File: src/rtl/rdseq_pkg.sv
package rdseq_pkg;

  // Data elements carried per clock cycle (one per clock phase).
  localparam int PHASES = 2;

  // Bit width of a counter or index that must hold values 0 .. n-1.
  function automatic int width_of(input int n);
    return (n > 1) ? $clog2(n) : 1;
  endfunction

endpackage

File: src/rtl/rdseq_gate.sv
// Admits a READ only when a full burst duration has passed since the last
// admitted one, so a burst already scheduled is never cut short.
module rdseq_gate #(
  parameter int SPACING = 4
) (
  input  logic clk,
  input  logic rst_n,
  input  logic req,
  output logic take
);
  import rdseq_pkg::*;

  localparam int GW = width_of(SPACING);
  localparam logic [GW-1:0] READY = GW'(SPACING - 1);

  logic [GW-1:0] gap_q, gap_n;

  always_comb begin
    take  = req && (gap_q == READY);
    gap_n = gap_q;
    if (take)
      gap_n = '0;
    else if (gap_q != READY)
      gap_n = gap_q + GW'(1);
  end

  always_ff @(posedge clk or negedge rst_n) begin
    if (!rst_n)
      gap_q <= READY;
    else
      gap_q <= gap_n;
  end

endmodule

File: src/rtl/rdseq_latline.sv
// Delay line for admitted commands. The start tap fires one cycle before the
// first data pair is registered; the preamble tap fires one cycle earlier.
module rdseq_latline #(
  parameter int DEPTH = 9,
  parameter int W     = 7,
  parameter int LW    = 4
) (
  input  logic          clk,
  input  logic          rst_n,
  input  logic          in_v,
  input  logic [W-1:0]  in_d,
  input  logic [LW-1:0] lat,
  output logic          start_v,
  output logic [W-1:0]  start_d,
  output logic          pre_v
);

  logic          v_q [DEPTH];
  logic [W-1:0]  d_q [DEPTH];
  logic [LW-1:0] tap_s, tap_p;

  always_ff @(posedge clk or negedge rst_n) begin
    if (!rst_n)
      v_q[0] <= 1'b0;
    else
      v_q[0] <= in_v;
  end

  always_ff @(posedge clk) begin
    if (in_v)
      d_q[0] <= in_d;
  end

  for (genvar i = 1; i < DEPTH; i++) begin : g_stage
    always_ff @(posedge clk or negedge rst_n) begin
      if (!rst_n)
        v_q[i] <= 1'b0;
      else
        v_q[i] <= v_q[i-1];
    end
    always_ff @(posedge clk) begin
      if (v_q[i-1])
        d_q[i] <= d_q[i-1];
    end
  end

  always_comb begin
    tap_s   = lat - LW'(1);
    tap_p   = lat - LW'(2);
    start_v = v_q[tap_s];
    start_d = d_q[tap_s];
    pre_v   = v_q[tap_p];
  end

endmodule

File: src/rtl/rdseq_burst.sv
// Burst engine: beat counter, wrapped column sequence, data pair, strobe,
// termination control and end-of-burst precharge request.
module rdseq_burst #(
  parameter int          DW        = 8,
  parameter int          BW        = 2,
  parameter int          CW        = 4,
  parameter int          BURST_LEN = 8,
  parameter logic [DW-1:0] SEED    = 8'hA5
) (
  input  logic          clk,
  input  logic          rst_n,
  input  logic          start,
  input  logic [BW-1:0] s_bank,
  input  logic [CW-1:0] s_col,
  input  logic          s_ap,
  input  logic          pre_soon,
  output logic [DW-1:0] dq_r,
  output logic [DW-1:0] dq_f,
  output logic          dq_oe,
  output logic          dqs_r,
  output logic          dqs_f,
  output logic          dqs_oe,
  output logic          odt_en,
  output logic          pre_fire,
  output logic [BW-1:0] pre_bank
);
  import rdseq_pkg::*;

  localparam int LB  = $clog2(BURST_LEN);
  localparam int BLC = BURST_LEN / PHASES;
  localparam int BTW = width_of(BLC);
  localparam logic [BTW-1:0] LAST_BEAT = BTW'(BLC - 1);

  logic           act_q, act_n;
  logic [BTW-1:0] beat_q, beat_n;
  logic [BW-1:0]  bank_q, bank_n;
  logic [CW-1:0]  col_q, col_n;
  logic           ap_q, ap_n;
  logic           last;
  logic [DW-1:0]  val_n [PHASES];
  logic [CW-1:0]  ecol  [PHASES];
  logic [DW-1:0]  dqr_q, dqf_q;
  logic           soe_q, soe_n;
  logic           odt_q, odt_n;

  // Next state of the beat sequencer.
  always_comb begin
    last   = act_q && (beat_q == LAST_BEAT);
    act_n  = act_q;
    beat_n = beat_q;
    bank_n = bank_q;
    col_n  = col_q;
    ap_n   = ap_q;
    if (start) begin
      act_n  = 1'b1;
      beat_n = '0;
      bank_n = s_bank;
      col_n  = s_col;
      ap_n   = s_ap;
    end else if (last) begin
      act_n  = 1'b0;
      beat_n = '0;
    end else if (act_q) begin
      beat_n = beat_q + BTW'(1);
    end
    soe_n = act_n || pre_soon;
    odt_n = !(act_n || pre_soon);
  end

  // One column and cell value per clock phase, wrapped inside the burst block.
  for (genvar ph = 0; ph < PHASES; ph++) begin : g_phase
    assign ecol[ph]  = {col_n[CW-1:LB],
                        col_n[LB-1:0] + LB'(PHASES * int'(beat_n) + ph)};
    assign val_n[ph] = act_n ? (DW'({bank_n, ecol[ph]}) ^ SEED) : '0;
  end

  always_ff @(posedge clk or negedge rst_n) begin
    if (!rst_n) begin
      act_q  <= 1'b0;
      beat_q <= '0;
      ap_q   <= 1'b0;
      dqr_q  <= '0;
      dqf_q  <= '0;
      soe_q  <= 1'b0;
      odt_q  <= 1'b1;
    end else begin
      act_q  <= act_n;
      beat_q <= beat_n;
      ap_q   <= ap_n;
      dqr_q  <= val_n[0];
      dqf_q  <= val_n[1];
      soe_q  <= soe_n;
      odt_q  <= odt_n;
    end
  end

  // Address fields carry no reset; they only load with a burst start.
  always_ff @(posedge clk) begin
    if (start) begin
      bank_q <= bank_n;
      col_q  <= col_n;
    end
  end

  assign dq_r     = dqr_q;
  assign dq_f     = dqf_q;
  assign dq_oe    = act_q;
  assign dqs_oe   = soe_q;
  assign dqs_r    = soe_q;
  assign dqs_f    = 1'b0;
  assign odt_en   = odt_q;
  assign pre_fire = last && ap_q;
  assign pre_bank = bank_q;

endmodule

File: src/rtl/rdseq_top.sv
module rdseq_top #(
  parameter int            DW        = 8,
  parameter int            BANKS     = 4,
  parameter int            COLS      = 16,
  parameter int            BURST_LEN = 8,
  parameter int            CL_MIN    = 5,
  parameter int            CL_MAX    = 9,
  parameter logic [DW-1:0] SEED      = 8'hA5,
  localparam int           BW        = $clog2(BANKS),
  localparam int           CW        = $clog2(COLS),
  localparam int           LW        = $clog2(CL_MAX + 1)
) (
  input  logic          clk,
  input  logic          rst_n,
  input  logic          rd_req,
  input  logic [BW-1:0] rd_bank,
  input  logic [CW-1:0] rd_col,
  input  logic          rd_ap,
  input  logic [LW-1:0] cas_lat,
  output logic [DW-1:0] dq_r,
  output logic [DW-1:0] dq_f,
  output logic          dq_oe,
  output logic          dqs_r,
  output logic          dqs_f,
  output logic          dqs_oe,
  output logic          odt_en,
  output logic          pre_fire,
  output logic [BW-1:0] pre_bank
);
  import rdseq_pkg::*;

  localparam int PW  = BW + CW + 1;
  localparam int BLC = BURST_LEN / PHASES;

  logic [1:0]    rst_sync_q;
  logic          rst_int_n;
  logic          take;
  logic [LW-1:0] lat_eff;
  logic          st_v, pre_v;
  logic [PW-1:0] st_d;

  // Asynchronous assertion, synchronous release.
  always_ff @(posedge clk or negedge rst_n) begin
    if (!rst_n)
      rst_sync_q <= 2'b00;
    else
      rst_sync_q <= {rst_sync_q[0], 1'b1};
  end
  assign rst_int_n = rst_sync_q[1];

  always_comb begin
    if (cas_lat < LW'(CL_MIN))
      lat_eff = LW'(CL_MIN);
    else if (cas_lat > LW'(CL_MAX))
      lat_eff = LW'(CL_MAX);
    else
      lat_eff = cas_lat;
  end

  rdseq_gate #(.SPACING(BLC)) u_gate (
    .clk   (clk),
    .rst_n (rst_int_n),
    .req   (rd_req),
    .take  (take)
  );

  rdseq_latline #(.DEPTH(CL_MAX), .W(PW), .LW(LW)) u_lat (
    .clk     (clk),
    .rst_n   (rst_int_n),
    .in_v    (take),
    .in_d    ({rd_bank, rd_col, rd_ap}),
    .lat     (lat_eff),
    .start_v (st_v),
    .start_d (st_d),
    .pre_v   (pre_v)
  );

  rdseq_burst #(
    .DW(DW), .BW(BW), .CW(CW), .BURST_LEN(BURST_LEN), .SEED(SEED)
  ) u_burst (
    .clk      (clk),
    .rst_n    (rst_int_n),
    .start    (st_v),
    .s_bank   (st_d[PW-1 -: BW]),
    .s_col    (st_d[CW:1]),
    .s_ap     (st_d[0]),
    .pre_soon (pre_v),
    .dq_r     (dq_r),
    .dq_f     (dq_f),
    .dq_oe    (dq_oe),
    .dqs_r    (dqs_r),
    .dqs_f    (dqs_f),
    .dqs_oe   (dqs_oe),
    .odt_en   (odt_en),
    .pre_fire (pre_fire),
    .pre_bank (pre_bank)
  );

endmodule

File: config.mk
export PLATFORM = sky130hd
export DESIGN_NAME = rdseq_top
export DESIGN_NICKNAME = d
export VERILOG_FILES = /design/src/rtl/rdseq_pkg.sv /design/src/rtl/rdseq_gate.sv /design/src/rtl/rdseq_latline.sv /design/src/rtl/rdseq_burst.sv /design/src/rtl/rdseq_top.sv
export SDC_FILE = /design/constraint.sdc
export NUM_CORES = 1
export LEC_CHECK = 0
export ABC_AREA = 1
export ABC_CLOCK_PERIOD_IN_PS = 850
export CELL_PAD_IN_SITES_DETAIL_PLACEMENT = 1
export CELL_PAD_IN_SITES_GLOBAL_PLACEMENT = 1
export CORE_MARGIN = 2
export CORE_UTILIZATION = 39
export DETAILED_ROUTE_END_ITERATION = 10
export PLACE_DENSITY_LB_ADDON = 0.1
export SYNTH_ARGS = -nofsm -noshare
export SYNTH_HDL_FRONTEND = slang
export SYNTH_SLANG_ARGS = --single-unit
File: constraint.sdc
create_clock -name clk -period 0.85 [get_ports clk]
set_input_delay 0.085 -clock clk [delete_from_list [all_inputs] [get_ports clk]]
set_output_delay 0.085 -clock clk [all_outputs]
set_load 0.005 [all_outputs]
==> reports/metrics.cfg <==
[run_status]
outcome = complete, but fails checks
violations = negative setup slack

[floorplanning]
core_area_um2 = 10180
ioPinCount = 38
die_area_um2 = 11150
start_util = 0.3951
fp.dieH_um = 105.6
fp-row-count = 37
die_x_um = 105.6

[logic_synthesis]
synth_top_cell_by_area = edfxtp_1
ys_warn_count = 0
netlist.area_leader.share = 0.5149
ys_types = 43
netlist_instances = 325
synthArstFlopShare = 0.2887
netlist_area_um2 = 4024
syn_area_per_cell_um2 = 12.38
synth_edf_count = 69
yosysSeqAreaShare = 0.6900
ys_seq_elements = 97
synth_ff_type = edfxtp_1
synth_area_leaders = edfxtp_1 51%, dfrtp_1 16%, nand2_1 5.9%

[sta]
fin_crit_sh = 2.263
finalHoldViolCount = 0
fin_worst_skew_ns = 0.01720
setup-violations-final = 63
rsz0062_at_grt = yes
fin_ws_ns = -1.074
fmax_mhz = 519.8
period_minus_slack_ns = 1.924
drv_slew = 0

[grt]
grt_pass1_wl_um = 15760
grt.total_usage = 0.1876
grt_pass1_vias = 3090
grt_util_met1 = 0.2192
grtUsageMet3 = 0.03092
grt_most_used_layer = met2
antenna_found_initial = 0
grt-ovfl-total = 0
grt_max_degree = 27
gr-usage-met2 = 0.3410

[critical_path]
critical_path_arrival_ns = 2.20
cpMostUsedCell = nor2_2
crit_required_ns = 1.12
slowest_stage = fa_2
max_stage_delay_ns = 0.48
r2r-end = u_burst.dq_f[1]
cp-end-kind = register
cp_max_fo = 4
cp_cell_sequence = inv_2 > nor2_2 > nor2_2 > nand2_1 > nand2_1 > nand3_2 > nand2_4 > inv_6 > a211oi_4 > fa_2 > inv_2 > nor2_2
worstReg2RegStart = u_lat.v_q[8]
critPathLaunchType = register
crit_family = simple AND/OR/NAND/NOR gates
rrSetupSlack_ns = -1.07
critical_path_buf_inv_count = 3
path_class = register to register
r2r_cells = 12

[placement]
dp_cells = 555
dp_hpwl_um = 6970
io_buffers = 34
gp_congestion = 0.7946

[clock_network]
cts.sinks = 97
clk_latency_ns = 0.37
clkSlewWorstSetupHoldPaths_ns = 0.10
cts-root-buf = clkbuf_8
htree_levels = 3
cts_tree = built
cts_made_buffers = 9
cts_buffer_depth = 2

[detailed_routing]
drt-initial-drc-count = 122
drc = 0
first_pass_iters = 4
num_vias = 2830
wirelength_um = 10020
wl_per_cell_um = 16.70
vias_per_cell = 4.717
drt.antenna.violating_nets = 0

[power]
ir_drop_v = 0.001278
p_leak_uw = 0.002396
power_density_nw_per_um2 = 2778

[final_layout]
syn_to_final_growth_pct = 41.14
fill_cells = 1063
final_util = 0.5576
drive_gt1_frac = 0.4698
stdcell_count = 600
diodes = 0
nets = 478

[flow_run]
max_cap_violations = 0

[min_path]
holdCritPathClass = register to asynchronous set/reset pin

-- state kept, by name, indices dropped and copies added, names as in the netlist, named ones only --
register and flops:
u_gate.gap_q 2, u_burst.dqs_oe 1, u_lat.v_q 9, u_burst.dq_r 4, u_burst.beat_q 2, rst_sync_q 2, u_burst.pre_bank 2, u_burst.col_q 3
u_lat.d_q 63, u_burst.ap_q 1, u_burst.odt_en 1, u_burst.dq_f 6
-- power by group --
part	internal [uW]	switching (uW)	leakage, uW	total [uW]
registers	6520	564	0.000974	7090
logic	2880	2760	0.00132	5640
clock network	1530	1520	0.000101	3050
-- synth_stat cells, types with 3 or more instances --
cell type and instances:
nand3_1 20, nor2_1 32, o21ai_1 6, dfstp_2 3, a21oi_1 8, dfrtp_1 25
edfxtp_1 69, nor2_4 3, o21ai_0 16, buf_4 10, ha_1 4, inv_1 22
inv_2 4, nand2_1 63, nand2_2 4
-- cell families after synthesis --
group | share of synthesized area
AO/OA/AOI/OAI | 0.06841
AND/OR/NAND/NOR | 0.1561
adder cells (fa/ha/maj) | 0.01741
buffers and inverters | 0.06343
multiplexers | 0.002798
flip-flops | 0.6900
other | 0.001866
-- routing by layer --
metal,routed length [um],up-vias
met5,0,-
met4,176,0
li1,-,1367
met1,4142,1410
met3,245,12
met2,5456,41
-- layout by cell type, fill, tap and decap left out, types with 3 or more instances in the layout --
master / count
o21ai_4: 3
ha_4: 3
nand2_2: 9
nand2_1: 52
buf_2: 19
dfstp_2: 3
clkdlybuf4s50_1: 9
buf_12: 3
clkbuf_8: 11
nor2_2: 8
inv_2: 12
buf_4: 80
inv_1: 12
nand3_2: 8
nor2_4: 5
o21ai_0: 13
buf_6: 22
o21ai_1: 6
a21oi_1: 7
edfxtp_1: 69
nand2_4: 8
conb_1: 4
clkbuf_1: 3
nor2_1: 24
dfrtp_1: 23
nand3_1: 12
-- area by class of cell --
| type | instances | area, um^2 | share of cell area |
|---|---|---|---|
| Tap cell | 136 | 170.2 | 0.02996 |
| Sequential cell | 97 | 2779 | 0.4893 |
| Inverter | 28 | 127.6 | 0.02247 |
| Clock buffer | 14 | 162.7 | 0.02864 |
| Timing Repair Buffer | 136 | 1134 | 0.1996 |
| Multi-Input combinational cell | 187 | 1267 | 0.2232 |
| Clock inverter | 2 | 38.79 | 0.006830 |
-- repair_timing --
action / in CTS / in global routing
gates cloned: 0 / 1
setup endpoints to repair: 65 / 88
pin swaps: 18 / 29
setup buffers: 18 / 16
hold buffers: 1 / 0
endpoints found under the hold margin: 2 / 0
gates resized for setup: 143 / 43
-- worst max-delay path by stage --
stage,startpoint,endpoint,slack (ns),cells after the start
2_1_floorplan,u_lat.v_q[8],u_burst.dq_f[1],-1.14,13
4_1_cts,u_lat.v_q[8],u_burst.dq_f[1],-1.03,13
6_report,u_lat.v_q[8],u_burst.dq_f[1],-1.07,12
3_3_place_gp,cas_lat[2],u_burst.dq_f[2],-1.65,15
5_1_grt,u_lat.v_q[8],u_burst.dq_r[2],-1.20,16
3_5_place_dp,cas_lat[2],u_burst.dq_f[2],-1.74,15
-- per-stage QoR --
stage                     TNS, ns  power (uW)  hold WS [ns]  setup WS, ns  area [um^2]
final                      -30.04       15780        0.2091        -1.074         5679
after global routing       -34.23       16760        0.2505        -1.200         5679
after CTS                  -29.78       15470        0.2192        -1.035         5469
after detailed placement   -43.71       11850        0.2184        -1.741         5057
after global placement     -41.70       11620        0.2142        -1.650         5057
after floorplan            -20.08        9389       -0.2106        -1.136         4115
-- worst reg2reg max path: stages, from the launching register on --
cell and delay (ns):
dfrtp_2 0.43, inv_2 0.06, nor2_2 0.03, nor2_2 0.10
nand2_1 0.08, nand2_1 0.07, nand3_2 0.09, nand2_4 0.10
inv_6 0.05, a211oi_4 0.25, fa_2 0.48, inv_2 0.06
nor2_2 0.03
No activity file was read; power rests on OpenSTA's default activity.
